==> config.mk <==
export PLATFORM = sky130hd
export DESIGN_NAME = dma_rpt_seq
export DESIGN_NICKNAME = d
export VERILOG_FILES = /design/src/rtl/dma_rpt_pkg.sv /design/src/rtl/dma_rpt_addr.sv /design/src/rtl/dma_rpt_cnt.sv /design/src/rtl/dma_rpt_hs.sv /design/src/rtl/dma_rpt_seq.sv
export SDC_FILE = /design/constraint.sdc
export NUM_CORES = 1
export LEC_CHECK = 0
export BUFFER_PORTS_ARGS = -buffer_cell sky130_fd_sc_hd__buf_2
export CORE_MARGIN = 2
export CORE_UTILIZATION = 50
export DETAILED_ROUTE_END_ITERATION = 12
export PLACE_DENSITY = 0.71
export SLEW_MARGIN = 20
export SYNTH_ARGS = -nofsm -noshare
export SYNTH_HDL_FRONTEND = slang
export SYNTH_SLANG_ARGS = --single-unit
==> constraint.sdc <==
create_clock -name clk -period 3.56 [get_ports clk]
set_input_delay 0.356 -clock clk [delete_from_list [all_inputs] [get_ports clk]]
set_output_delay 0.356 -clock clk [all_outputs]
set_load 0.02 [all_outputs]
==> src/rtl/dma_rpt_pkg.sv <==
// Shared types and helpers for the repeat-mode sequencer.
// Assumes a 32-bit address space and register indices 0..5.
package dma_rpt_pkg;

    typedef enum logic [1:0] {
        UPD_FIXED  = 2'b00,
        UPD_OFFSET = 2'b01,
        UPD_INC    = 2'b10,
        UPD_DEC    = 2'b11
    } upd_mode_e;

    typedef enum logic [1:0] {
        AREA_DST   = 2'b00,
        AREA_SRC   = 2'b01,
        AREA_NONE  = 2'b10,
        AREA_NONE2 = 2'b11
    } area_e;

    localparam logic [2:0] REG_SRC_START = 3'd0;
    localparam logic [2:0] REG_DST_START = 3'd1;
    localparam logic [2:0] REG_SIZES     = 3'd2;
    localparam logic [2:0] REG_MODES     = 3'd3;
    localparam logic [2:0] REG_OFFSET    = 3'd4;
    localparam logic [2:0] REG_CTRL      = 3'd5;

    // Byte step for an item size code: 1, 2 or 4 bytes.
    function automatic logic [2:0] item_bytes(input logic [1:0] code);
        case (code)
            2'b00:   item_bytes = 3'd1;
            2'b01:   item_bytes = 3'd2;
            default: item_bytes = 3'd4;
        endcase
    endfunction

endpackage

==> src/rtl/dma_rpt_addr.sv <==
// One address side (source or destination).
// Holds the programmed start and the running address. On each completed
// item it either returns to the start or applies its update mode.
// Assumes ld and adv are not asserted together in normal use; ld wins.
module dma_rpt_addr
    import dma_rpt_pkg::*;
#(
    parameter int AW = 32
) (
    input  logic          clk,
    input  logic          rst_n,
    input  logic          ld,
    input  logic [AW-1:0] ld_val,
    input  logic          adv,
    input  logic          rewind,
    input  upd_mode_e     mode,
    input  logic [1:0]    isize,
    input  logic [AW-1:0] offset,
    output logic [AW-1:0] cur
);
    logic [AW-1:0] start_q;
    logic [AW-1:0] step_w;
    logic [AW-1:0] next_w;

    // Next address by update mode.
    always_comb begin
        step_w = AW'(item_bytes(isize));
        case (mode)
            UPD_FIXED:  next_w = cur;
            UPD_OFFSET: next_w = cur + offset;
            UPD_INC:    next_w = cur + step_w;
            default:    next_w = cur - step_w;
        endcase
    end

    // Start/current address registers.
    always_ff @(posedge clk) begin
        if (!rst_n) begin
            start_q <= '0;
            cur     <= '0;
        end else if (ld) begin
            start_q <= ld_val;
            cur     <= ld_val;
        end else if (adv) begin
            cur <= rewind ? start_q : next_w;
        end
    end

    p_rewind_start_r5: assert property (@(posedge clk) disable iff (!rst_n)
        (adv && rewind && !ld) |=> (cur == $past(start_q)));

    p_fixed_hold_r4: assert property (@(posedge clk) disable iff (!rst_n)
        (adv && !rewind && !ld && mode == UPD_FIXED) |=> $stable(cur));

endmodule

==> src/rtl/dma_rpt_cnt.sv <==
// Inner item counter and outer block counter.
// A code of zero for either length means 2**CW. Reports whether the item
// now in service is the last of its block and the last of the transfer.
module dma_rpt_cnt #(
    parameter int CW = 10
) (
    input  logic          clk,
    input  logic          rst_n,
    input  logic          load,
    input  logic [CW-1:0] size_code,
    input  logic [CW-1:0] cnt_code,
    input  logic          adv,
    output logic          blk_last,
    output logic          xfer_last
);
    localparam logic [CW:0] FULL = (CW+1)'(1) << CW;

    logic [CW:0] size_eff_q;
    logic [CW:0] cnt_eff_q;
    logic [CW:0] inner_q;
    logic [CW:0] outer_q;

    assign blk_last  = (inner_q == (CW+1)'(1));
    assign xfer_last = blk_last && (outer_q == (CW+1)'(1));

    // Programmed lengths and the two running counters.
    always_ff @(posedge clk) begin
        if (!rst_n) begin
            size_eff_q <= FULL;
            cnt_eff_q  <= FULL;
            inner_q    <= FULL;
            outer_q    <= FULL;
        end else if (load) begin
            size_eff_q <= (size_code == '0) ? FULL : {1'b0, size_code};
            cnt_eff_q  <= (cnt_code == '0) ? FULL : {1'b0, cnt_code};
            inner_q    <= (size_code == '0) ? FULL : {1'b0, size_code};
            outer_q    <= (cnt_code == '0) ? FULL : {1'b0, cnt_code};
        end else if (adv) begin
            if (blk_last) begin
                inner_q <= size_eff_q;
                outer_q <= xfer_last ? cnt_eff_q : outer_q - 1'b1;
            end else begin
                inner_q <= inner_q - 1'b1;
            end
        end
    end

    p_inner_range_r6: assert property (@(posedge clk) disable iff (!rst_n)
        (inner_q != '0) && (inner_q <= size_eff_q));

    p_outer_hold_r6: assert property (@(posedge clk) disable iff (!rst_n)
        (adv && !load && !blk_last) |=> $stable(outer_q));

endmodule

==> src/rtl/dma_rpt_hs.sv <==
// Request/acknowledge handshake for one channel.
// Accepts a request only when enabled and idle; stays busy until the done
// strobe. Assumes done arrives only while an item is in service.
module dma_rpt_hs (
    input  logic clk,
    input  logic rst_n,
    input  logic en,
    input  logic req,
    input  logic done,
    output logic ack,
    output logic busy
);
    assign ack = !busy && en && req;

    // In-service flag.
    always_ff @(posedge clk) begin
        if (!rst_n)    busy <= 1'b0;
        else if (ack)  busy <= 1'b1;
        else if (done) busy <= 1'b0;
    end

    p_single_ack_r3: assert property (@(posedge clk) disable iff (!rst_n)
        ack |=> !ack);

    p_done_in_service_r3: assert property (@(posedge clk) disable iff (!rst_n)
        done |-> busy);

endmodule

==> src/rtl/dma_rpt_seq.sv <==
// Repeat-mode sequencer top: configuration registers, enable and flags,
// plus the handshake, counters and two address sides.
// Register indices are fixed by dma_rpt_pkg. Hardware disabling at a block
// or transfer end takes priority over a software enable write in the same cycle.
module dma_rpt_seq
    import dma_rpt_pkg::*;
#(
    parameter int AW = 32,
    parameter int CW = 10
) (
    input  logic          clk,
    input  logic          rst_n,
    input  logic          cfg_we,
    input  logic [2:0]    cfg_addr,
    input  logic [31:0]   cfg_wdata,
    input  logic          req,
    output logic          ack,
    input  logic          done,
    output logic [AW-1:0] src_addr,
    output logic [AW-1:0] dst_addr,
    output logic          ch_en,
    output logic          rse_irq,
    output logic          te_irq
);
    localparam int SIDES   = 2;
    localparam int CNT_LSB = 16;

    upd_mode_e     mode_q [SIDES];
    area_e         area_q;
    logic [1:0]    isize_q;
    logic          stop_blk_q;
    logic [AW-1:0] offset_q;
    logic          busy;
    logic          xfer_done;
    logic          blk_last;
    logic          xfer_last;
    logic          hw_stop;
    logic          wr_ctrl;
    logic [AW-1:0] cur_w [SIDES];
    logic          ld_w  [SIDES];
    logic          rew_w [SIDES];

    assign xfer_done = done && busy;
    assign hw_stop   = xfer_done && (xfer_last || (blk_last && stop_blk_q));
    assign wr_ctrl   = cfg_we && (cfg_addr == REG_CTRL);

    // Mode and offset configuration registers.
    always_ff @(posedge clk) begin
        if (!rst_n) begin
            mode_q[0]  <= UPD_FIXED;
            mode_q[1]  <= UPD_FIXED;
            area_q     <= AREA_DST;
            isize_q    <= 2'b00;
            stop_blk_q <= 1'b0;
            offset_q   <= '0;
        end else if (cfg_we) begin
            if (cfg_addr == REG_MODES) begin
                mode_q[0]  <= upd_mode_e'(cfg_wdata[1:0]);
                mode_q[1]  <= upd_mode_e'(cfg_wdata[3:2]);
                area_q     <= area_e'(cfg_wdata[5:4]);
                isize_q    <= cfg_wdata[7:6];
                stop_blk_q <= cfg_wdata[8];
            end
            if (cfg_addr == REG_OFFSET) offset_q <= cfg_wdata[AW-1:0];
        end
    end

    // Channel enable: hardware stop first, then software write.
    always_ff @(posedge clk) begin
        if (!rst_n)       ch_en <= 1'b0;
        else if (hw_stop) ch_en <= 1'b0;
        else if (wr_ctrl) ch_en <= cfg_wdata[0];
    end

    // Sticky flags: a set event wins over a clear write.
    always_ff @(posedge clk) begin
        if (!rst_n) begin
            rse_irq <= 1'b0;
            te_irq  <= 1'b0;
        end else begin
            if (xfer_done && blk_last && stop_blk_q) rse_irq <= 1'b1;
            else if (wr_ctrl && cfg_wdata[1])        rse_irq <= 1'b0;
            if (xfer_done && xfer_last)              te_irq  <= 1'b1;
            else if (wr_ctrl && cfg_wdata[2])        te_irq  <= 1'b0;
        end
    end

    dma_rpt_hs u_hs (
        .clk   (clk),
        .rst_n (rst_n),
        .en    (ch_en),
        .req   (req),
        .done  (done),
        .ack   (ack),
        .busy  (busy)
    );

    dma_rpt_cnt #(.CW(CW)) u_cnt (
        .clk       (clk),
        .rst_n     (rst_n),
        .load      (cfg_we && (cfg_addr == REG_SIZES)),
        .size_code (cfg_wdata[CW-1:0]),
        .cnt_code  (cfg_wdata[CNT_LSB+CW-1:CNT_LSB]),
        .adv       (xfer_done),
        .blk_last  (blk_last),
        .xfer_last (xfer_last)
    );

    // Side 0 is the source, side 1 the destination.
    for (genvar g = 0; g < SIDES; g++) begin : g_side
        assign ld_w[g]  = cfg_we && (cfg_addr == ((g == 0) ? REG_SRC_START : REG_DST_START));
        assign rew_w[g] = blk_last && (area_q == ((g == 0) ? AREA_SRC : AREA_DST));

        dma_rpt_addr #(.AW(AW)) u_addr (
            .clk    (clk),
            .rst_n  (rst_n),
            .ld     (ld_w[g]),
            .ld_val (cfg_wdata[AW-1:0]),
            .adv    (xfer_done),
            .rewind (rew_w[g]),
            .mode   (mode_q[g]),
            .isize  (isize_q),
            .offset (offset_q),
            .cur    (cur_w[g])
        );
    end

    assign src_addr = cur_w[0];
    assign dst_addr = cur_w[1];

    p_ack_enabled_r2: assert property (@(posedge clk) disable iff (!rst_n)
        ack |-> ch_en);

    p_te_disables_r8: assert property (@(posedge clk) disable iff (!rst_n)
        $rose(te_irq) |-> !ch_en);

    p_rse_pauses_r7: assert property (@(posedge clk) disable iff (!rst_n)
        $rose(rse_irq) |-> !ch_en);

    p_idle_hold_r2: assert property (@(posedge clk) disable iff (!rst_n)
        (!busy && !cfg_we) |=> ($stable(src_addr) && $stable(dst_addr)));

endmodule

==> flow_metrics.py <==
metrics = {
    "outcome": {
        "status": "completed",
    },
    "yosys": {
        "synthCells": 1831,
        "yosysMostFrequentCell": "nand2_1",
        "synthesis.nets": 1945,
        "yosys_warnings": 0,
        "synth-edff-count": 4,
        "synth.top_cells.by_count": "nand2_1, a21oi_1, dfxtp_1, o21ai_0, clkbuf_1",
        "yosys.area.top_type_share": 0.318,
        "avgSynthCellArea_um2": 7.33,
        "synth_flop_cell": "dfxtp_1",
        "synthDistinctLibCells": 85,
        "yosysTopAreaCell": "dfxtp_1",
        "yosysSeqAreaShare": 0.327,
        "yosys_register_bits": 217,
        "syn_area_mm2": 0.0134,
        "ys_top_cells_by_area": "dfxtp_1, nand2_1, a21oi_1",
        "async_flop_share": 0,
    },
    "grt": {
        "grt_overflow_total": 0,
        "grt_pass1_vias": 13009,
        "antenna_found_initial": 0,
        "track_usage": 0.310,
        "grt_pass1_wl_um": 70600,
        "grt_max_degree": 69,
    },
    "finish": {
        "fillers": 2453,
        "multiInputGateArea_mm2": 0.00868,
        "final_core_util": 0.595,
        "final_nets": 2043,
        "seq_area_mm2": 0.00438,
        "area_growth_pct": 16.0,
        "final_layout_size_suffix_gt1_frac": 0.155,
        "diodes": 0,
    },
    "setup_path": {
        "ff2ff_path_depth": 13,
        "r2r-start": "mode_q[0][2]",
        "cp.arrival_ps": 3920,
        "start_kind": "flip-flop",
        "reg2reg_to": "g_side[1].u_addr.cur[26]",
        "reg2reg_slack_ps": 100,
        "crit_type": "flip-flop to flip-flop",
        "cp-end-kind": "flip-flop",
        "required_ps": 4020,
        "cp_max_fo": 14,
    },
    "clock_network": {
        "clockRootBuffer": "clkbuf_16",
        "holdBufCountCts": 0,
        "clk_latency_ps": 550,
        "cts_max_level": 1,
        "cts_max_path_buffers": 3,
        "cts_setup_buffers": 0,
        "clkTransAtPathRegs_ps": 60,
        "cts_tree": "yes",
        "cts_sinks": 217,
        "cts_made_buffers": 26,
    },
    "floorplanning": {
        "dieArea_mm2": 0.0282,
        "initial_core_util": 0.512,
        "boundaryPins": 108,
        "die_y_um": 168,
        "die_w_um": 168,
        "placementRows": 59,
        "coreArea_mm2": 0.0262,
    },
    "worst_hold_path": {
        "hold_start": "cfg_wdata[26]",
        "min_delay_path_depth": 3,
        "hold_class": "input port to flip-flop",
        "holdPathEnd": "offset_q[26]",
    },
    "route": {
        "wl_met1_um": 19400,
        "first_iter_violations": 1003,
        "route.detailed.drc": 0,
        "routed.top_layer": "met4",
        "wl_um": 44900,
        "antenna_left": 0,
        "met2_length_um": 20500,
        "drtPass1Iterations": 5,
        "wl_met3_um": 3480,
        "wl_per_cell_um": 19.6,
        "avgViaCountPerCell": 6.07,
        "vias": 13859,
    },
    "power_and_ir_drop": {
        "powerDensity_mw_per_mm2": 418,
        "p_leak_uw": 0.00630,
        "ir_drop_mv": 0.377,
    },
    "timing": {
        "max_freq_mhz": 289,
        "rsz0062_at_grt": "true",
        "skew_ps": 14.1,
        "setup_violations": 0,
        "finalCriticalPeriod_ps": 3460,
        "timing.hold.ws_ps": 90.0,
        "slew_violations": 0,
        "hold_viol": 0,
        "tightest_slew_ps": 931,
        "setup_tns_ps": 0,
        "setup_slack_ps": 101,
        "fin_crit_sh": 0.972,
        "relSlewSlack": 0.378,
    },
    "placed_design": {
        "place_congestion": 0.968,
        "hpwlAfterDp_um": 32500,
        "port_buffers": 107,
        "dp_slack_ps": -43.9,
    },
    "run": {
        "max_cap_violations": 0,
    },
}
## report_power, final
part / internal, uW / switching (uW) / leakage, uW
Sequential: 2490 / 52.0 / 0.00176
Clock: 1620 / 1120 / 0.000423
Combinational: 454 / 773 / 0.00412
Total: 4570 / 1940 / 0.00630
## worst max path at each step
stage | start | to | slack (ps) | cells past startpoint
global placement | mode_q[0][3] | g_side[1].u_addr.cur[26] | 50 | 13
floorplan | mode_q[0][2] | g_side[1].u_addr.cur[28] | -10 | 16
detailed placement | mode_q[0][3] | g_side[1].u_addr.cur[26] | -40 | 13
CTS | mode_q[0][0] | g_side[0].u_addr.cur[30] | 8 | 16
finish | mode_q[0][2] | g_side[1].u_addr.cur[26] | 100 | 13
global route | mode_q[0][2] | g_side[1].u_addr.cur[26] | -100 | 16
## cell usage in the layout, fill, tap and decap left out, drive strengths merged, types with 5 or more instances in the layout
| cell type | instances |
|---|---|
| o22ai | 5 |
| nand2b | 11 |
| clkinv | 7 |
| a2111oi | 8 |
| and2 | 5 |
| or3 | 8 |
| o211ai | 22 |
| dfxtp | 213 |
| nor2b | 12 |
| nand4 | 12 |
| inv | 31 |
| nor2 | 82 |
| nand3 | 35 |
| and3 | 13 |
| a211oi | 20 |
| or2 | 6 |
| nand3b | 5 |
| xnor2 | 23 |
| nor3 | 32 |
| a21o | 33 |
| a21boi | 6 |
| o21bai | 5 |
| a21oi | 228 |
| buf | 179 |
| o31ai | 7 |
| clkbuf | 35 |
| nor4 | 9 |
| o221ai | 7 |
| a31oi | 20 |
| xor2 | 25 |
| o21ai | 95 |
| mux2i | 11 |
| o21a | 10 |
| a41oi | 28 |
| a22oi | 8 |
| ha | 72 |
| nand2 | 548 |
## per-stage QoR
step                total power [uW]  instances  area [um^2]
finish                          6510       2284        15600
global placement                3760       2236        14500
global route                    6750       2284        15600
detailed placement              3770       2236        14500
CTS                             6490       2284        15400
floorplan                       3380       1831        13400
## metal layers
layer	vias up	GRT usage
li1	6679	-
met1	6536	0.415
met2	536	0.509
met3	108	0.0461
met4	0	0.114
met5	-	0
## flip-flops by register name, summed over array words and instances (netlist names)
name / count
stop_blk_q: 1
u_cnt.inner_q: 11
mode_q: 4
ch_en: 1
area_q: 2
u_cnt.size_eff_q: 11
u_hs.busy: 1
g_side.u_addr.start_q: 64
isize_q: 2
rse_irq: 1
te_irq: 1
g_side.u_addr.cur: 64
u_cnt.cnt_eff_q: 11
u_cnt.outer_q: 11
offset_q: 32
## area by class of cell
type                    instances  area share
clock buffers                  35      0.0479
repair buffers                179      0.0704
inverters                      31     0.00779
flip-flops and latches        217       0.281
clock inverters                13     0.00875
multi-input cells            1474       0.557
well taps                     335      0.0269
## worst max-delay path, cell delays in order (launching register included)
cell and delay (ps):
edfxtp_1 410, inv_2 80, ha_4 310, buf_4 170, buf_4 210, nand2_1 90
ha_1 350, a21oi_1 230, nand2_1 140, o2111ai_1 410, nor4_2 120, or4b_1 480
a31o_2 220, a41oi_2 140
## cells by family after synthesis
logic type	after synthesis	share of synthesized area
AND/OR/NAND/NOR	797	0.257
AO/OA/AOI/OAI	543	0.263
flip-flops	217	0.327
buffers and inverters	140	0.0428
adder cells (fa/ha/maj)	74	0.0701
XOR/XNOR	48	0.0313
multiplexers	12	0.00904
## repair_timing
action,in CTS,in global routing
gates resized for setup,6,40
endpoints found under the setup margin,5,33
hold endpoints to repair,0,0
pin swaps,0,3
No activity file was read; power rests on OpenSTA's default activity.
